<file path="src/rtl/sdc_pkg.sv">
package sdc_pkg;
  localparam int CMD_W  = 32;
  localparam int IDX_W  = 6;
  localparam int WORD_W = 32;

  // command word fields
  localparam int CMD_START_BIT = 31;
  localparam int CMD_CLKONLY_BIT = 21;
  localparam int CMD_AUTOSTOP_BIT = 12;
  localparam int CMD_DATA_BIT = 9;
  localparam int CMD_LONG_BIT = 7;
  localparam int CMD_RSP_BIT = 6;

  // raw status fields
  localparam int ST_NORSP_BIT = 1;
  localparam int ST_DONE_BIT = 2;
  localparam int ST_AUTO_BIT = 14;

  localparam logic [IDX_W-1:0] STOP_INDEX = IDX_W'(12);
  localparam int SHORT_BYTES = 4;

  typedef enum logic [1:0] {
    SQ_IDLE  = 2'd0,
    SQ_ISSUE = 2'd1,
    SQ_DATA  = 2'd2
  } seqStateT;

  typedef struct packed {
    logic clearLoad;
    logic selStop;
    logic storeRsp;
    logic setDone;
    logic setNoRsp;
    logic setAuto;
  } seqStrobeT;
endpackage

</file>
<file path="src/rtl/sdc_seq_ctrl.sv">
module sdc_seq_ctrl
  import sdc_pkg::*;
#(
  parameter int RSP_TIMEOUT = 64
) (
  input  logic      clk,
  input  logic      rstN,
  input  logic      loadPending,
  input  logic      clkOnly,
  input  logic      hasData,
  input  logic      autoStop,
  input  logic      xferZero,
  input  logic      rspValid,
  input  logic      rspGood,
  input  logic      dmaDone,
  output seqStrobeT strobe,
  output logic      reqValid,
  output logic      dmaStart,
  output logic      busy
);
  localparam int TMO_W = $clog2(RSP_TIMEOUT + 1);

  seqStateT   state, stateNext;
  logic       inStop, inStopNext;
  logic [TMO_W-1:0] timer;
  logic       rspHit, timeoutHit, issueDone, issueOk, stopNeeded;

  always_comb begin
    reqValid   = (state == SQ_ISSUE) && !clkOnly;
    dmaStart   = (state == SQ_DATA);
    rspHit     = reqValid && rspValid;
    timeoutHit = reqValid && !rspValid && (timer == TMO_W'(RSP_TIMEOUT - 1));
    issueDone  = (state == SQ_ISSUE) && (clkOnly || rspHit || timeoutHit);
    issueOk    = clkOnly || (rspHit && rspGood);
    stopNeeded = autoStop && xferZero;
    busy       = (state != SQ_IDLE) || loadPending;
  end

  always_comb begin
    stateNext      = state;
    inStopNext     = inStop;
    strobe         = '0;
    strobe.selStop = inStop;
    unique case (state)
      SQ_IDLE: begin
        if (loadPending) begin
          strobe.clearLoad = 1'b1;
          stateNext        = SQ_ISSUE;
          inStopNext       = 1'b0;
        end
      end
      SQ_ISSUE: begin
        if (issueDone) begin
          strobe.storeRsp = !clkOnly && rspHit && rspGood;
          strobe.setDone  = issueOk;
          strobe.setNoRsp = !issueOk;
          strobe.setAuto  = inStop;
          if (inStop) begin
            stateNext  = SQ_IDLE;
            inStopNext = 1'b0;
          end else if (hasData) begin
            stateNext = SQ_DATA;
          end else if (stopNeeded) begin
            stateNext  = SQ_ISSUE;
            inStopNext = 1'b1;
          end else begin
            stateNext = SQ_IDLE;
          end
        end
      end
      SQ_DATA: begin
        if (dmaDone) begin
          if (stopNeeded) begin
            stateNext  = SQ_ISSUE;
            inStopNext = 1'b1;
          end else begin
            stateNext = SQ_IDLE;
          end
        end
      end
      default: stateNext = SQ_IDLE;
    endcase
  end

  always_ff @(posedge clk) begin
    if (!rstN) begin
      state  <= SQ_IDLE;
      inStop <= 1'b0;
      timer  <= '0;
    end else begin
      state  <= stateNext;
      inStop <= inStopNext;
      if (reqValid && !issueDone) timer <= timer + 1'b1;
      else                        timer <= '0;
    end
  end
endmodule

</file>
<file path="src/rtl/sdc_seq_datapath.sv">
module sdc_seq_datapath
  import sdc_pkg::*;
#(
  parameter int RSP_BYTES = 16,
  parameter int XFER_W    = 16,
  localparam int RSP_W     = 8 * RSP_BYTES,
  localparam int RSP_WORDS = RSP_BYTES / 4,
  localparam int LEN_W     = $clog2(RSP_BYTES + 1)
) (
  input  logic              clk,
  input  logic              rstN,
  input  logic              cmdWrEn,
  input  logic [CMD_W-1:0]  cmdWrData,
  input  logic              argWrEn,
  input  logic [WORD_W-1:0] argWrData,
  input  logic              busy,
  input  logic [XFER_W-1:0] xferCount,
  input  seqStrobeT         strobe,
  input  logic              rspErr,
  input  logic [LEN_W-1:0]  rspLen,
  input  logic [RSP_W-1:0]  rspData,
  input  logic              statusClrEn,
  input  logic [CMD_W-1:0]  statusClrMask,
  output logic [CMD_W-1:0]  cmdReg,
  output logic [WORD_W-1:0] argReg,
  output logic [RSP_W-1:0]  respWords,
  output logic [CMD_W-1:0]  rawStatus,
  output logic [IDX_W-1:0]  reqIndex,
  output logic [WORD_W-1:0] reqArg,
  output logic              loadPending,
  output logic              clkOnly,
  output logic              hasData,
  output logic              autoStop,
  output logic              xferZero,
  output logic              rspGood
);
  logic [WORD_W-1:0] respMem [RSP_WORDS];
  logic              lenMatch;

  always_comb begin
    loadPending = cmdReg[CMD_START_BIT];
    clkOnly     = cmdReg[CMD_CLKONLY_BIT];
    hasData     = cmdReg[CMD_DATA_BIT];
    autoStop    = cmdReg[CMD_AUTOSTOP_BIT];
    xferZero    = (xferCount == '0);
    reqIndex    = strobe.selStop ? STOP_INDEX : cmdReg[IDX_W-1:0];
    reqArg      = strobe.selStop ? '0 : argReg;
    lenMatch    = cmdReg[CMD_LONG_BIT] ? (rspLen == LEN_W'(RSP_BYTES))
                                       : (rspLen == LEN_W'(SHORT_BYTES));
    rspGood     = !rspErr && (!cmdReg[CMD_RSP_BIT] || lenMatch);
  end

  always_ff @(posedge clk) begin
    if (!rstN) begin
      cmdReg <= '0;
      argReg <= '0;
    end else begin
      if (cmdWrEn && !busy)        cmdReg <= cmdWrData;
      else if (strobe.clearLoad)   cmdReg[CMD_START_BIT] <= 1'b0;
      if (argWrEn && !busy)        argReg <= argWrData;
    end
  end

  // response words: long replies fill every word, short ones only word 0
  for (genvar w = 0; w < RSP_WORDS; w++) begin : g_resp
    always_ff @(posedge clk) begin
      if (!rstN) begin
        respMem[w] <= '0;
      end else if (strobe.storeRsp && cmdReg[CMD_RSP_BIT]) begin
        if (cmdReg[CMD_LONG_BIT])
          respMem[w] <= rspData[w*WORD_W +: WORD_W];
        else if (w == 0)
          respMem[w] <= rspData[RSP_W-1 -: WORD_W];
        else
          respMem[w] <= '0;
      end
    end
    assign respWords[w*WORD_W +: WORD_W] = respMem[w];
  end

  always_ff @(posedge clk) begin
    if (!rstN) begin
      rawStatus <= '0;
    end else begin
      logic [CMD_W-1:0] nextSt;
      nextSt = rawStatus;
      if (statusClrEn) nextSt = nextSt & ~statusClrMask;
      if (strobe.setDone)  nextSt[ST_DONE_BIT]  = 1'b1;
      if (strobe.setNoRsp) nextSt[ST_NORSP_BIT] = 1'b1;
      if (strobe.setAuto)  nextSt[ST_AUTO_BIT]  = 1'b1;
      rawStatus <= nextSt;
    end
  end
endmodule

</file>
<file path="src/rtl/sd_cmd_sequencer.sv">
module sd_cmd_sequencer
  import sdc_pkg::*;
#(
  parameter int RSP_TIMEOUT = 64,
  parameter int XFER_W      = 16,
  parameter int RSP_BYTES   = 16,
  localparam int RSP_W      = 8 * RSP_BYTES,
  localparam int LEN_W      = $clog2(RSP_BYTES + 1)
) (
  input  logic              clk,
  input  logic              rstN,
  input  logic              cmdWrEn,
  input  logic [31:0]       cmdWrData,
  input  logic              argWrEn,
  input  logic [31:0]       argWrData,
  input  logic [XFER_W-1:0] xferCount,
  input  logic              statusClrEn,
  input  logic [31:0]       statusClrMask,
  output logic              reqValid,
  output logic [5:0]        reqIndex,
  output logic [31:0]       reqArg,
  input  logic              rspValid,
  input  logic              rspErr,
  input  logic [LEN_W-1:0]  rspLen,
  input  logic [RSP_W-1:0]  rspData,
  output logic              dmaStart,
  input  logic              dmaDone,
  output logic [31:0]       cmdReg,
  output logic [31:0]       argReg,
  output logic [RSP_W-1:0]  respWords,
  output logic [31:0]       rawStatus,
  output logic              busy
);
  seqStrobeT strobe;
  logic loadPending, clkOnly, hasData, autoStop, xferZero, rspGood;

  sdc_seq_ctrl #(.RSP_TIMEOUT(RSP_TIMEOUT)) u_ctrl (
    .clk(clk), .rstN(rstN), .loadPending(loadPending), .clkOnly(clkOnly),
    .hasData(hasData), .autoStop(autoStop), .xferZero(xferZero),
    .rspValid(rspValid), .rspGood(rspGood), .dmaDone(dmaDone),
    .strobe(strobe), .reqValid(reqValid), .dmaStart(dmaStart), .busy(busy)
  );

  sdc_seq_datapath #(.RSP_BYTES(RSP_BYTES), .XFER_W(XFER_W)) u_dp (
    .clk(clk), .rstN(rstN), .cmdWrEn(cmdWrEn), .cmdWrData(cmdWrData),
    .argWrEn(argWrEn), .argWrData(argWrData), .busy(busy),
    .xferCount(xferCount), .strobe(strobe), .rspErr(rspErr),
    .rspLen(rspLen), .rspData(rspData), .statusClrEn(statusClrEn),
    .statusClrMask(statusClrMask), .cmdReg(cmdReg), .argReg(argReg),
    .respWords(respWords), .rawStatus(rawStatus), .reqIndex(reqIndex),
    .reqArg(reqArg), .loadPending(loadPending), .clkOnly(clkOnly),
    .hasData(hasData), .autoStop(autoStop), .xferZero(xferZero),
    .rspGood(rspGood)
  );
endmodule

</file>
<file path="config.mk">
export PLATFORM = sky130hd
export DESIGN_NAME = sd_cmd_sequencer
export DESIGN_NICKNAME = d
export VERILOG_FILES = /design/src/rtl/sdc_pkg.sv /design/src/rtl/sdc_seq_ctrl.sv /design/src/rtl/sdc_seq_datapath.sv /design/src/rtl/sd_cmd_sequencer.sv
export SDC_FILE = /design/constraint.sdc
export NUM_CORES = 1
export LEC_CHECK = 0
export BUFFER_PORTS_ARGS = -buffer_cell sky130_fd_sc_hd__buf_2
export CAP_MARGIN = 20
export CORE_AREA = 2 2 201 203
export DETAILED_ROUTE_END_ITERATION = 6
export DIE_AREA = 0 0 203 205
export SLEW_MARGIN = 25
export SYNTH_ARGS = -nofsm -noshare
export SYNTH_HDL_FRONTEND = slang
export SYNTH_SLANG_ARGS = --single-unit
</file>
<file path="constraint.sdc">
create_clock -name clk -period 6.4 [get_ports clk]
set_clock_uncertainty 0.2 [all_clocks]
set_input_delay 1.28 -clock clk [delete_from_list [all_inputs] [get_ports clk]]
set_output_delay 1.28 -clock clk [all_outputs]
set_load 0.03 [all_outputs]
</file>
==> run_results.csv, run 1 <==
group,metric,value,unit
pwr,p_per_area,315.7,mW/mm^2
yosys,syn_area_per_cell,11.33,sq um
cts,clockRootBuffer,"clkbuf_16",
floorplan,rows,73,
route,first_iter_violations,299,
cts,path_clk_slew,0.06,ns
critical_path,crit_type,"in2reg",
cts,cts_sinks,234,
route,firstDrtPassIters,4,
pwr,pwr-share-comb,0.198,
finish,finalNetCount,1549,
pwr,vdd_ir_drop_max,188.1,uV
critical_path,arrival,3.60,ns
finish,syn_to_final_growth,44.70,%
timing,relSlewSlack,0.5046,
cts,clkLatencyLatePin,0.53,ns
route,final_antenna_net_count,0,
min_path,hold_path_depth,2,
run,maxCapViolCount,0,
floorplan,fp.coreArea,0.03937,sq mm
timing,setup_viol,0,
pwr,p_leak,6.019,nW
placement,place_hpwl,23130,um
pwr,p_sw_frac,0.3035,
finish,drive_gt1_frac,0.4446,
pwr,intPower,2.842,mW
status,status,"finished clean",
cts,hold_buffers,0,
critical_path,crit-reg2reg-capture,"u_dp.respMem[1][8]",
timing,min_period,3.610,ns
route,viasPerCell,4.168,
timing,finalHoldViolCount,0,
pwr,p_clk_frac,0.375,
critical_path,startpoint_type,"primary input",
min_path,holdPathEnd,"u_dp.rawStatus[4]",
floorplan,die_h,205,um
cts,clockBufferDepth,3,
floorplan,initial_core_util,0.2269,
timing,fin_crit_sh,0.5640,
yosys,ys_seq_area_frac,0.6680,
critical_path,rr_startpoint,"u_ctrl.state[0]",
global_routing,grt_pass1_wl,43280,um
pwr,netSwitchingPower,1.238,mW
yosys,synthesis.nets,1047,
finish,seq_area,0.005966,sq mm
pwr,pwr-share-seq,0.428,
route,totalWireLength,29770,um
yosys,syn_inst,788,
critical_path,path_max_fanout,43,
placement,portBuffers,517,
min_path,min_path_type,"reg2reg",
timing,rsz0062_at_grt,"false",
global_routing,grt_start_max_net_pins,85,
finish,fillers,4058,
global_routing,grt_pass1_vias,7652,
placement,gp_congestion,0.8003,
floorplan,die_area,0.04162,sq mm
global_routing,antenna_found_initial,4,
global_routing,overflow,0,
yosys,synth_cell_types,40,
yosys,syn_area,0.008931,sq mm
timing,finalMaxSlewViolations,0,
critical_path,crit_path_end_kind,"flip-flop",
route,vias,7652,
timing,fmax,277.0,MHz
yosys,yosysWarnings,0,
floorplan,die_w,203,um
cts,cts_tree,"done",
min_path,hp-start,"u_dp.rawStatus[4]",
timing,worst_pin_slew,0.7381,ns
timing,hold_ws,0.2270,ns
critical_path,required,6.39,ns
critical_path,reg2reg_slack,3.04,ns
cts,h-tree-depth,1,
route,drt-wirelength-per-cell,16.21,um
finish,multiInputGateArea,0.002723,sq mm
floorplan,ios,518,
critical_path,reg2reg_depth,8,
global_routing,grt.total_usage,0.1352,
cts,cts_setup_buffers,0,
yosys,synth-seq-cells,234,
route,route.detailed.drc,0,
timing,tns,0,ns
cts,cts_resized,0,
cts,cts_made_buffers,26,
synth_stat cells (all sizes together):
cell type	count	area, sq um
a2111oi	1	15.01
a21oi	94	470.5
a221o	1	10.01
a22o	32	280.3
a32oi	1	8.760
and2	98	613.1
and3b	1	8.760
buf	29	151.4
clkbuf	24	90.09
dfxtp	106	2122
edfxtp	128	3844
ha	6	75.07
inv	9	33.79
mux2i	1	10.01
nand2	167	626.9
nand2b	2	12.51
nand3	10	50.05
nand3b	1	7.510
nor2	13	51.30
nor2b	37	231.5
nor3	3	15.01
nor3b	3	22.52
nor4	5	43.79
nor4b	1	8.760
o21a	1	7.510
o21ai	2	10.01
o311ai	1	16.27
o31a	1	8.760
o31ai	2	15.01
o41ai	1	16.27
or2	2	12.51
or2b	1	7.510
xnor2	2	17.52
xor2	2	17.52
critical path, cell delays in order:
cell and delay (ns):
buf_2 0.10, nor3_1 0.18, o21ai_1 0.28, a2111oi_2 0.59
nand2_1 0.19, nand2_4 0.45, buf_4 0.47
power by group through the flow:
stage               registers [mW]  clock network, mW  logic (mW)
finish                        1.74               1.53       0.807
global route                  1.76               1.64       0.871
CTS                           1.75               1.58       0.822
detailed placement            1.78                  0       0.820
global placement              1.78                  0       0.819
floorplan                     1.94                  0       0.342
layout make-up:
| cell class | count | area share |
|---|---|---|
| antenna | 2 | 0.0003873 |
| clock buffer | 29 | 0.05286 |
| clock inverter | 18 | 0.01501 |
| inverter | 9 | 0.002614 |
| multi-input combinational | 492 | 0.2107 |
| sequential | 234 | 0.4616 |
| tap | 525 | 0.05083 |
| timing repair buffer | 527 | 0.2060 |
cells in the final DEF, fill, tap and decap left out, drive strengths merged, types with 3 or more instances in the layout:
master | netlist | layout
inv | 9 | 10
clkinv | 0 | 10
dfxtp | 106 | 106
bufinv | 0 | 4
nor2b | 37 | 37
nand3 | 10 | 10
nor2 | 13 | 13
ha | 6 | 6
edfxtp | 128 | 128
nand2 | 167 | 167
nor3b | 3 | 3
and2 | 98 | 98
a21oi | 94 | 94
clkinvlp | 0 | 3
buf | 29 | 527
nor4 | 5 | 5
a22o | 32 | 32
nor3 | 3 | 3
clkbuf | 24 | 29
cell families after synthesis:
group	Yosys count	share of synthesized area
fa+ha+maj	6	0.008405
compound gates	137	0.09611
buf+inv	62	0.03082
flops	234	0.6680
xor+xnor	4	0.003923
simple gates	344	0.1917
mux	1	0.001121
per-layer routing:
| metal | up-vias | routed length (um) | GRT usage |
|---|---|---|---|
| met5 | - | 0 | 0 |
| met4 | 0 | 883 | 0.05005 |
| met3 | 46 | 2411 | 0.02975 |
| met2 | 378 | 15080 | 0.2509 |
| met1 | 3542 | 11390 | 0.1510 |
| li1 | 3686 | - | - |
flip-flops by register name (all words and copies together) (netlist names):
signal / flops
u_dp.cmdReg: 32
u_dp.argReg: 32
u_dp.rawStatus: 32
u_ctrl.state: 2
u_ctrl.timer: 7
u_ctrl.inStop: 1
u_dp.respMem: 128
how the worst max path moves through the flow:
stage               from                   to  depth (start not counted)  slack [ns]
6_report       rspLen[1]  u_dp.respMem[0][33]                          7        2.79
5_1_grt        rspLen[2]   u_dp.respMem[0][0]                          7        2.61
4_1_cts        rspLen[1]  u_dp.respMem[0][23]                          7        2.73
3_5_place_dp   rspLen[1]  u_dp.respMem[0][41]                          7        2.15
3_3_place_gp   rspLen[1]  u_dp.respMem[1][63]                          7        2.24
2_1_floorplan  rspLen[2]   u_dp.respMem[0][0]                          5        1.54
metrics by stage:
stage | util | instances | worst slack (ns) | instance area (sq um) | power [mW]
floorplan | - | 788 | 1.543 | 8931 | 2.284
global placement | 0.3057 | 1787 | 2.243 | 12030 | 2.595
detailed placement | 0.3058 | 1787 | 2.154 | 12040 | 2.598
CTS | 0.3281 | 1834 | 2.725 | 12920 | 4.151
global route | 0.3283 | 1836 | 2.613 | 12920 | 4.269
finish | 0.3283 | 1836 | 2.790 | 12920 | 4.080
No activity file was read; power rests on OpenSTA's default activity.
==> run 2, diff against run 1 <==
- clock period: 6.4 -> 3.75 ns (I/O delays scaled with it)
==> run_results.csv, run 2 (synthesis gave the netlist of run 1 again) <==
group,metric,value,unit
status,status,"finished clean",
critical_path,crit_type,"reg2out",
global_routing,grt_pass1_wl,43300,um
cts,path_clk_slew,0.06,ns
route,final_antenna_net_count,0,
finish,drive_gt1_frac,0.4445,
cts,cts_sinks,234,
timing,worst_pin_slew,0.6648,ns
critical_path,crit_top_cell,"inv_1",
global_routing,grt_pass1_vias,7439,
timing,fmax,336.8,MHz
finish,seq_area,0.005967,sq mm
finish,layout_common_cells,"buf_2 (517), nand2_1 (164), edfxtp_1 (128)",
finish,multiInputGateArea,0.002720,sq mm
global_routing,grt.total_usage,0.1347,
global_routing,met1_usage,0.1556,
route,firstDrtPassIters,4,
critical_path,startpoint_type,"flip-flop",
cts,clockBufferDepth,3,
finish,finalNetCount,1556,
floorplan,die_area,0.04162,sq mm
finish,mostFrequentLayoutCell,"buf_2",
min_path,hp-start,"statusClrMask[7]",
pwr,p_leak,6.041,nW
critical_path,max_stage_delay,0.36,ns
cts,cts_setup_buffers,0,
timing,relSlewSlack,0.5552,
route,vias,7727,
cts,clkLatencyLatePin,0.54,ns
floorplan,rows,73,
placement,placed_area,0.01215,sq mm
placement,place_hpwl,23080,um
floorplan,initial_core_util,0.2269,
critical_path,worstPathCellList,"inv_1, ha_1, nor2b_1, buf_4, inv_1, buf_2",
run,maxCapViolCount,0,
critical_path,required,2.80,ns
floorplan,ios,518,
timing,finalMaxSlewViolations,0,
finish,fillers,4064,
cts,clockRootBuffer,"clkbuf_16",
finish,syn_to_final_growth,45.33,%
pwr,vdd_ir_drop_max,347.9,uV
route,drt-wirelength-per-cell,16.31,um
global_routing,grt_start_max_net_pins,129,
floorplan,die_h,205,um
timing,fin_crit_sh,0.7918,
placement,portBuffers,517,
placement,gp_congestion,0.8004,
timing,setup_viol,0,
critical_path,crit_path_start,"u_ctrl.state[0]",
pwr,p_per_area,528.3,mW/mm^2
critical_path,path_max_fanout,5,
global_routing,top_usage_layer,"met2",
cts,h-tree-depth,1,
finish,largest_reg_flops,128,
cts,cts_resized,0,
cts,cts_made_buffers,26,
global_routing,overflow,0,
floorplan,fp.coreArea,0.03937,sq mm
critical_path,slowest_stage,"dfxtp_1",
cts,hold_buffers,0,
global_routing,use_met3,0.03563,
critical_path,reg2reg_slack,1.09,ns
cts,cts_tree,"done",
timing,min_period,2.969,ns
critical_path,crit_path_end_kind,"output port",
route,first_iter_violations,225,
floorplan,die_w,203,um
global_routing,antenna_found_initial,4,
critical_path,arrival,2.02,ns
route,totalWireLength,30040,um
route,viasPerCell,4.195,
critical_path,rr_startpoint,"u_ctrl.state[0]",
timing,rsz0062_at_grt,"false",
finish,top_register,"u_dp.respMem",
global_routing,gr-usage-met2,0.2403,
route,route.detailed.drc,0,
timing,tns,0,ns
timing,finalHoldViolCount,0,
min_path,min_path_type,"in2reg",
finish,design_area,0.01298,sq mm
run 2: cell types whose count changed in the layout (fill, tap and decap cells not counted), moves of 2 or more:
cell	delta
buf_12	+5
clkbuf_1	+4
and2_1	+2
and2_2	-2
buf_4	+2
bufinv_16	-2
run 2: cell type report:
| type | instances | area share |
|---|---|---|
| Multi-Input combinational cell | 492 | 0.2096 |
| Clock inverter | 14 | 0.009543 |
| Clock buffer | 33 | 0.05379 |
| Timing Repair Buffer | 534 | 0.2140 |
| Antenna cell | 1 | 0.0001928 |
| Tap cell | 525 | 0.05061 |
| Sequential cell | 234 | 0.4597 |
| Inverter | 9 | 0.002603 |
run 2: critical path: cells and delay by family, from the launching register on:
kind | cells | cell delay, ns
buf+inv | 4 | 0.57
flops | 1 | 0.36
simple gates | 1 | 0.29
fa+ha+maj | 1 | 0.27
run 2: routing by layer:
layer	up-vias	wire, um
li1	3704	-
met1	3602	11640
met2	376	14990
met3	43	2658
met4	2	738
met5	-	11
run 2: path summary, 6_finish.rpt:
path | to | cells after the start
max | busy | 6
min | u_dp.rawStatus[7] | 2
min reg2reg | u_dp.rawStatus[23] | 2
max reg2reg | u_dp.respMem[0][29] | 7
run 2: power by group:
part	internal [mW]	switching [mW]	leakage [nW]	total, mW
registers	2.86	0.108	2.19	2.97
clock network	1.45	1.02	0.391	2.47
logic	0.423	0.990	3.46	1.41
run 2: through the flow:
step                      worst slack (ns)  std cells    util  hold WS [ns]  power [mW]
final                               0.7806       1842  0.3297        0.1810       6.858
after global routing                0.6236       1842  0.3297        0.1541       7.172
after CTS                           0.5982       1841  0.3296        0.1461       6.977
after detailed placement            0.5955       1794  0.3087        0.2203       4.465
after global placement              0.6269       1794  0.3086        0.2165       4.452
after floorplan                     0.3196        788       -        0.2179       3.895
==> run 3, diff against run 2 <==
- clock period: 3.75 -> 2.89 ns (I/O delays scaled with it)
==> run_results.csv, run 3 (synthesis gave the netlist of run 1 again) <==
group,metric,value,unit
finish,post-route-util,0.3402,
critical_path,rr_startpoint,"u_ctrl.state[1]",
timing,hold_ws,0.06855,ns
finish,fillers,4017,
timing,relSlewSlack,0.5689,
pwr,p_per_area,663.9,mW/mm^2
finish,drive_gt1_frac,0.4433,
route,totalWireLength,30850,um
timing,rsz0062_at_grt,"false",
critical_path,required,2.11,ns
pwr,vdd_ir_drop_max,456.2,uV
min_path,holdPathEnd,"u_ctrl.timer[6]",
global_routing,grt.total_usage,0.1399,
timing,setup_ws,0.1835,ns
global_routing,grt_start_max_net_pins,73,
placement,post-place-ws,0.009906,ns
placement,place_hpwl,24330,um
min_path,hp-start,"rspValid",
global_routing,grt_pass1_vias,7711,
status,status,"finished clean",
critical_path,critical_path_buf_inv_count,4,
finish,mostFrequentLayoutCell,"buf_2",
route,drt-wirelength-per-cell,16.38,um
global_routing,antenna_found_initial,1,
critical_path,arrival,1.93,ns
finish,syn_to_final_growth,49.94,%
timing,fmax,369.5,MHz
global_routing,grt_pass1_wl,44520,um
critical_path,crit_type,"reg2out",
route,route.detailed.drc,0,
finish,finalNetCount,1599,
cts,cts_setup_buffers,0,
critical_path,worstPathCellList,"inv_1, ha_1, nor2b_2, buf_4, inv_1, buf_2",
min_path,min_path_type,"in2reg",
route,viasPerCell,4.175,
cts,clockBufferDepth,3,
pwr,p_leak,6.258,nW
placement,gp_congestion,0.8180,
cts,clkLatencyLatePin,0.54,ns
cts,path_clk_slew,0.06,ns
timing,worst_pin_slew,0.6466,ns
finish,layout_common_cells,"buf_2 (517), nand2_1 (166), edfxtp_1 (128)",
timing,min_period,2.706,ns
critical_path,crit_family,"buffers and inverters",
finish,final_cell_count_no_fill,1883,
floorplan,die_h,205,um
finish,top_register,"u_dp.respMem",
cts,cts_tree,"done",
timing,finalMaxSlewViolations,0,
timing,setup_viol,0,
cts,cts_sinks,234,
floorplan,initial_core_util,0.2269,
timing,fin_crit_sh,0.9365,
route,vias,7862,
run,maxCapViolCount,0,
critical_path,crit_path_end_kind,"output port",
finish,diodes,0,
floorplan,ios,518,
floorplan,die_area,0.04162,sq mm
timing,tns,0,ns
floorplan,fp.coreArea,0.03937,sq mm
critical_path,crit_top_cell,"inv_1",
min_path,hold_path_depth,2,
floorplan,rows,73,
placement,place_inst,1808,
critical_path,path_depth,6,
floorplan,die_w,203,um
critical_path,reg2reg_slack,0.42,ns
critical_path,path_max_fanout,5,
route,firstDrtPassIters,4,
route,final_antenna_net_count,0,
cts,h-tree-depth,1,
critical_path,startpoint_type,"flip-flop",
route,first_iter_violations,318,
critical_path,crit-reg2reg-capture,"u_dp.respMem[1][20]",
cts,clockRootBuffer,"clkbuf_16",
critical_path,max_stage_delay,0.41,ns
global_routing,overflow,0,
cts,cts_made_buffers,26,
critical_path,reg2reg_depth,9,
timing,finalHoldViolCount,0,
critical_path,slowest_stage,"dfxtp_1",
finish,largest_reg_flops,128,
placement,portBuffers,517,
## run 3: worst max path at each step
stage,slack (ns),end,start
finish,0.18,busy,u_ctrl.state[0]
global route,0.06,busy,u_ctrl.state[1]
CTS,0.04,busy,u_ctrl.state[0]
detailed placement,0.01,u_dp.respMem[0][40],rspLen[0]
global placement,0.03,u_dp.respMem[0][40],rspLen[0]
floorplan,0.06,u_dp.respMem[1][0],rspLen[2]
## run 3: metal layers
metal	vias to the layer above	GRT usage	wire (um)
li1	3788	-	-
met1	3659	0.1522	11500
met2	373	0.2653	16030
met3	42	0.03277	2556
met4	0	0.04666	767
met5	-	0	0
## run 3: repair_timing
action,in CTS,in global routing
endpoints found under the hold margin,29,0
endpoints found under the setup margin,0,1
gates resized for setup,0,1
hold buffers,29,0
## run 3: layout make-up
cell class | instances | area (sq um) | area share
flip-flops and latches | 234 | 5966 | 0.4455
repair buffers | 577 | 3198 | 0.2388
multi-input cells | 492 | 2718 | 0.2029
clock buffers | 33 | 709.4 | 0.05298
well taps | 525 | 656.9 | 0.04905
clock inverters | 13 | 110.1 | 0.008222
inverters | 9 | 33.78 | 0.002523
## run 3: per-stage QoR
stage,total power [mW],instance area (sq um)
final,8.891,13390
after global routing,9.290,13390
after CTS,9.029,13390
after detailed placement,5.811,12280
after global placement,5.795,12280
after floorplan,5.053,8939
## run 3: power by group
group | internal [mW] | switching [mW] | total, mW
sequential | 3.72 | 0.138 | 3.85
combinational | 0.616 | 1.28 | 1.89
clock | 1.83 | 1.32 | 3.14
## run 3: worst register-to-register path: stages (launching register included)
cell and delay [ns]:
dfxtp_1 0.35, inv_1 0.10, ha_1 0.23, inv_2 0.08
nor2_2 0.20, nand3_1 0.22, nor4_4 0.25, buf_12 0.19
buf_12 0.24, and2_1 0.26
